[src/rtl/tick_timer_pkg.sv]
package tick_timer_pkg;
  typedef enum logic {EDGE_RISE = 1'b0, EDGE_FALL = 1'b1} edge_sel_e;
  typedef enum logic {SRC_CYCLE = 1'b0, SRC_PIN = 1'b1} src_sel_e;
endpackage

[src/rtl/tt_pin_edge.sv]
module tt_pin_edge #(
  parameter int SYNC_STAGES = 2
) (
  input  logic clk_i,
  input  logic rst_ni,
  input  logic pin_i,
  input  logic fall_sel_i,
  output logic edge_o
);
  import tick_timer_pkg::*;

  // stages [0..SYNC_STAGES-1] synchronize, last bit holds previous sample
  logic [SYNC_STAGES:0] chain_q;

  always_ff @(posedge clk_i or negedge rst_ni) begin
    if (!rst_ni) chain_q <= '0;
    else         chain_q <= {chain_q[SYNC_STAGES-1:0], pin_i};
  end

  logic cur_s, prev_s;
  assign cur_s  = chain_q[SYNC_STAGES-1];
  assign prev_s = chain_q[SYNC_STAGES];

  always_comb begin
    if (edge_sel_e'(fall_sel_i) == EDGE_FALL) edge_o = ~cur_s & prev_s;
    else                                      edge_o = cur_s & ~prev_s;
  end
endmodule

[src/rtl/tt_prescaler.sv]
module tt_prescaler #(
  parameter int PSC_W   = 8,
  parameter int RATIO_W = 3
) (
  input  logic               clk_i,
  input  logic               rst_ni,
  input  logic               tick_i,
  input  logic               clr_i,
  input  logic [RATIO_W-1:0] ratio_i,
  output logic               tick_o
);
  logic [PSC_W-1:0] cnt_q;
  logic [PSC_W-1:0] mask;

  // low (ratio+1) bits set: terminal count of a 2^(ratio+1) period
  always_comb begin
    for (int i = 0; i < PSC_W; i++) mask[i] = (i <= int'(ratio_i));
  end

  assign tick_o = tick_i & ((cnt_q & mask) == mask);

  always_ff @(posedge clk_i or negedge rst_ni) begin
    if (!rst_ni)     cnt_q <= '0;
    else if (clr_i)  cnt_q <= '0;
    else if (tick_i) cnt_q <= cnt_q + 1'b1;
  end
endmodule

[src/rtl/tt_count_core.sv]
module tt_count_core #(
  parameter int CNT_W = 8
) (
  input  logic             clk_i,
  input  logic             rst_ni,
  input  logic             wr_en_i,
  input  logic [CNT_W-1:0] wr_data_i,
  input  logic             inc_i,
  input  logic             flag_clr_i,
  output logic [CNT_W-1:0] count_o,
  output logic             ovf_pulse_o,
  output logic             ovf_flag_o
);
  logic wrap_s;
  assign wrap_s = inc_i & ~wr_en_i & (count_o == {CNT_W{1'b1}});

  always_ff @(posedge clk_i or negedge rst_ni) begin
    if (!rst_ni) begin
      count_o     <= '0;
      ovf_pulse_o <= 1'b0;
      ovf_flag_o  <= 1'b0;
    end else begin
      if (wr_en_i)    count_o <= wr_data_i;
      else if (inc_i) count_o <= count_o + 1'b1;
      ovf_pulse_o <= wrap_s;
      if (wrap_s)          ovf_flag_o <= 1'b1;
      else if (flag_clr_i) ovf_flag_o <= 1'b0;
    end
  end
endmodule

[src/rtl/tick_timer.sv]
module tick_timer #(
  parameter int CNT_W       = 8,
  parameter int PSC_W       = 8,
  parameter int RATIO_W     = 3,
  parameter int SYNC_STAGES = 2
) (
  input  logic               clk_i,
  input  logic               rst_ni,
  input  logic               cyc_en_i,
  input  logic               ext_pin_i,
  input  logic               edge_fall_i,
  input  logic               src_ext_i,
  input  logic               psc_to_wdt_i,
  input  logic [RATIO_W-1:0] psc_ratio_i,
  input  logic               wdt_tick_i,
  input  logic               wr_en_i,
  input  logic [CNT_W-1:0]   wr_data_i,
  input  logic               ovf_clr_i,
  output logic [CNT_W-1:0]   count_o,
  output logic               ovf_pulse_o,
  output logic               ovf_flag_o,
  output logic               wdt_tick_o
);
  import tick_timer_pkg::*;

  logic pin_edge_s, src_tick_s, psc_in_s, psc_out_s, inc_s;

  tt_pin_edge #(.SYNC_STAGES(SYNC_STAGES)) u_edge (
    .clk_i      (clk_i),
    .rst_ni     (rst_ni),
    .pin_i      (ext_pin_i),
    .fall_sel_i (edge_fall_i),
    .edge_o     (pin_edge_s)
  );

  assign src_tick_s = (src_sel_e'(src_ext_i) == SRC_PIN) ? pin_edge_s : cyc_en_i;

  // one divider, routed to whichever side owns it
  assign psc_in_s = psc_to_wdt_i ? wdt_tick_i : src_tick_s;

  tt_prescaler #(.PSC_W(PSC_W), .RATIO_W(RATIO_W)) u_psc (
    .clk_i   (clk_i),
    .rst_ni  (rst_ni),
    .tick_i  (psc_in_s),
    .clr_i   (wr_en_i),
    .ratio_i (psc_ratio_i),
    .tick_o  (psc_out_s)
  );

  assign inc_s      = psc_to_wdt_i ? src_tick_s : psc_out_s;
  assign wdt_tick_o = psc_to_wdt_i ? psc_out_s  : wdt_tick_i;

  tt_count_core #(.CNT_W(CNT_W)) u_core (
    .clk_i       (clk_i),
    .rst_ni      (rst_ni),
    .wr_en_i     (wr_en_i),
    .wr_data_i   (wr_data_i),
    .inc_i       (inc_s),
    .flag_clr_i  (ovf_clr_i),
    .count_o     (count_o),
    .ovf_pulse_o (ovf_pulse_o),
    .ovf_flag_o  (ovf_flag_o)
  );
endmodule

[config.mk]
export PLATFORM = sky130hd
export DESIGN_NAME = tick_timer
export DESIGN_NICKNAME = d
export VERILOG_FILES = /design/src/rtl/tick_timer_pkg.sv /design/src/rtl/tt_pin_edge.sv /design/src/rtl/tt_prescaler.sv /design/src/rtl/tt_count_core.sv /design/src/rtl/tick_timer.sv
export SDC_FILE = /design/constraint.sdc
export NUM_CORES = 1
export LEC_CHECK = 0
export ABC_AREA = 1
export CORE_AREA = 4 4 63 65
export DETAILED_ROUTE_END_ITERATION = 7
export DIE_AREA = 0 0 67 69
export DONT_BUFFER_PORTS = 1
export GPL_TIMING_DRIVEN = 0
export HOLD_SLACK_MARGIN = 0.12
export PLACE_DENSITY = 0.51
export SLEW_MARGIN = 20
export SYNTH_ARGS = -nofsm -noshare
export SYNTH_HDL_FRONTEND = slang
export SYNTH_SLANG_ARGS = --single-unit
[constraint.sdc]
create_clock -name clk_i -period 2.35 [get_ports clk_i]
set_clock_uncertainty 0.15 [all_clocks]
set_input_delay 0.705 -clock clk_i [delete_from_list [all_inputs] [get_ports clk_i]]
set_output_delay 0.705 -clock clk_i [all_outputs]
set_load 0.02 [all_outputs]
==> results.yml <==
outcome:
  status: "finished, final reports clean"
floorplanning:
  die-area_um2: 4623
  die_height_um: 69
  starting_density_of_the_core_pct: 39.48
  die-width_um: 67
  design.core.area_um2: 3337
  row_count: 21
  floorplan.io_pins: 32
sta:
  timing_hold_violations_final: 0
  rsz0062_at_grt: "yes"
  timing.slew.headroom_pct: 61.91
  period_needed_ps: 2272
  fmax_mhz: 440.2
  report.final.setup_viol: 0
  tightest_pin_transition_ps: 565.4
  final.hold.worst_slack_ps: 196.9
  final-max-slew-violation-count: 0
  timing.final.crit_share_pct: 96.68
place:
  globalplace.congestion: 0.8512
  numPortBuffers: 0
  post-dp-hpwl_um: 2245
  placedInstanceArea_um2: 1381
synthesis:
  synth_nets: 194
  post_synth_inst_count: 171
  most_used_flip_flop_cell_after_synthesis: "sky130_fd_sc_hd__dfrtp_1"
  ys_types: 26
  synth_enable_flop_cells: 0
  synth-seq-area-share_pct: 39.89
  synth-seq-cells: 21
  yosys_warnings: 0
  mappedNetlistArea_um2: 1318
  synth_async_sr_flop_share_pct: 100.0
  post_synth.cell_area_avg_um2: 7.705
clock_network:
  tritoncts: "yes"
  cts-root-buf: "sky130_fd_sc_hd__clkbuf_4"
  cts_buffer_depth: 2
  clkTransAtPathRegs_ps: 120
  cts.htree.levels: 1
  cts.sink_count: 21
  tritoncts.num_buffers: 3
  clock_latency_ps: 300
routing:
  route.detailed.wl_per_inst_um: 13.33
  wirelength_um: 3053
  first_iter_violations: 46
  route.vias.total: 1145
  ant_nets: 0
  drtPass1Iterations: 4
  drc: 0
  avgViaCountPerCell: 5.000
worst_setup_path:
  criticalPathCategory: "flip-flop to primary output"
  slowest_stage: "sky130_fd_sc_hd__dfrtp_1"
  path_common_cell: "sky130_fd_sc_hd__nand2_2"
  cp_data_arrival_time_ps: 1420
  cp_slowest_stage_delay_ps: 420
  crit_path_end_kind: "primary output"
  timing.critical_path.max_delay_family: "simple AND/OR/NAND/NOR gates"
  worst-path-max-fanout: 4
  cp.required_ps: 1490
  start_kind: "flip-flop"
  crit_buf_inv: 0
  worstPathCellList: "nand2_2, nor2_4, nand2_2, nand3b_4, a31oi_4"
power:
  peakVddDrop_uv: 276.1
  pwr_density_cell_nw_per_um2: 525.7
  leakage_component_of_the_power_uw: 0.0008162
job:
  cap_violations: 0
final_layout:
  layout.nets: 207
  layout_commonest_cell: "sky130_fd_sc_hd__nand2_1"
  post-route-cell-area_um2: 1478
  antenna_cells: 0
  final_cell_mix: "52 x sky130_fd_sc_hd__nand2_1, 23 x sky130_fd_sc_hd__nand3_1, 20 x sky130_fd_sc_hd__dfrtp_1"
  post_route_cells_drive_above_1_share_pct: 14.21
  syn_to_final_growth_pct: 12.16
global_routing:
  grt_pass1_vias: 1157
  grt_antenna_before_repair: 0
  groute.usage.overall_pct: 14.05
  grt_pass1_wl_um: 5181
  largest_net_degree_at_the_start_of_global_routing: 22
  grt_overflow: 0
hold_path:
  timing.hold.worst.class: "input port to async pin"
-- metal layers --
metal / routed length (µm) / GRT usage [%]
met5: 0 / 0
met4: 19 / 4.054
met3: 197 / 3.247
met2: 1394 / 22.82
met1: 1442 / 18.31
-- where the power goes --
group	switching, µW	total (µW)	internal (µW)
sequential	67.2	457	390
combinational	88.4	147	58.3
clock	107	173	66.1
total	263	777	514
-- logic make-up after synthesis --
| group | count (synthesis) | share of synthesized area (%) |
|---|---|---|
| DFF | 21 | 39.89 |
| buffers and inverters | 23 | 8.167 |
| xor gates and xnor gates | 10 | 6.648 |
| and+or+nand+nor | 103 | 37.80 |
| adders and majority gates | 2 | 1.899 |
| AOI/OAI and AO/OA | 12 | 5.602 |
-- synth_stat cells, drive strengths merged (2+ instances only) --
cell	n	share of area, %
o21bai	2	1.1
xor2	7	4.7
nand2	57	18
dfrtp	21	40
ha	2	1.9
nand3	24	9.5
buf	2	1.4
inv	19	5.4
nor2	8	2.8
o21ai	7	2.7
xnor2	3	2.0
nand4	10	4.7
-- worst register-to-register path, stage by stage, from the launching register on --
cell and delay [ps]:
sky130_fd_sc_hd__dfrtp_1 540, sky130_fd_sc_hd__ha_1 250, sky130_fd_sc_hd__nand3_1 130, sky130_fd_sc_hd__nor3b_1 250, sky130_fd_sc_hd__nand2_1 100, sky130_fd_sc_hd__nor2_1 100, sky130_fd_sc_hd__nand4_1 140, sky130_fd_sc_hd__nand2_1 100
-- flip-flops by register name (all words and copies together) (netlist names) --
signal              cells
u_edge.chain_q          3
u_psc.cnt_q             8
u_core.ovf_flag_o       1
u_core.count_o          8
u_core.ovf_pulse_o      1
-- stage by stage --
step | TNS [ps] | worst slack [ps] | cells | power [µW] | utilization, %
after floorplan | 0 | 106.0 | 171 | 564.2 | -
after global placement | 0 | 65.28 | 217 | 595.0 | 41.39
after detailed placement | 0 | 31.57 | 217 | 597.9 | 41.39
after CTS | 0 | 13.38 | 226 | 790.0 | 43.68
after global routing | -20.10 | -20.10 | 229 | 831.4 | 44.28
final | 0 | 78.11 | 229 | 776.9 | 44.28
-- final timing paths --
check | end | startpoint | slack [ps] | cells after the start
worst min register to register | u_edge.chain_q[1]$_DFF_PN0_ | u_edge.chain_q[0]$_DFF_PN0_ | 210 | 0
min in group clk_i | u_edge.chain_q[1]$_DFF_PN0_ | u_edge.chain_q[0]$_DFF_PN0_ | 210 | 0
max in group asynchronous | u_psc.cnt_q[2]$_DFFE_PN0P_ | rst_ni | 1490 | 1
worst max register to register | u_core.ovf_flag_o$_DFFE_PN0P_ | u_core.count_o[0]$_DFFE_PN0P_ | 530 | 7
worst min-delay path | u_edge.chain_q[2]$_DFF_PN0_ | rst_ni | 200 | 1
worst max-delay path | wdt_tick_o | u_psc.cnt_q[1]$_DFFE_PN0P_ | 80 | 5
-- what timing repair did --
action                                  in CTS  in global routing
setup buffers                                4                  3
pin swaps                                    1                  3
endpoints found under the setup margin       1                  1
resized for setup                            2                  1
endpoints found under the hold margin       21                  0
hold buffers                                 1                  0
-- final cells by class --
cell class | count | area (µm²)
Inverter | 20 | 75.07
Sequential cell | 21 | 526.8
Tap cell | 46 | 57.56
Buffer | 3 | 32.53
Fill cell | 351 | 1859
Clock buffer | 4 | 26.28
Multi-Input combinational cell | 127 | 701.9
Timing Repair Buffer | 8 | 57.56
(Power assumes the default switching activity.)
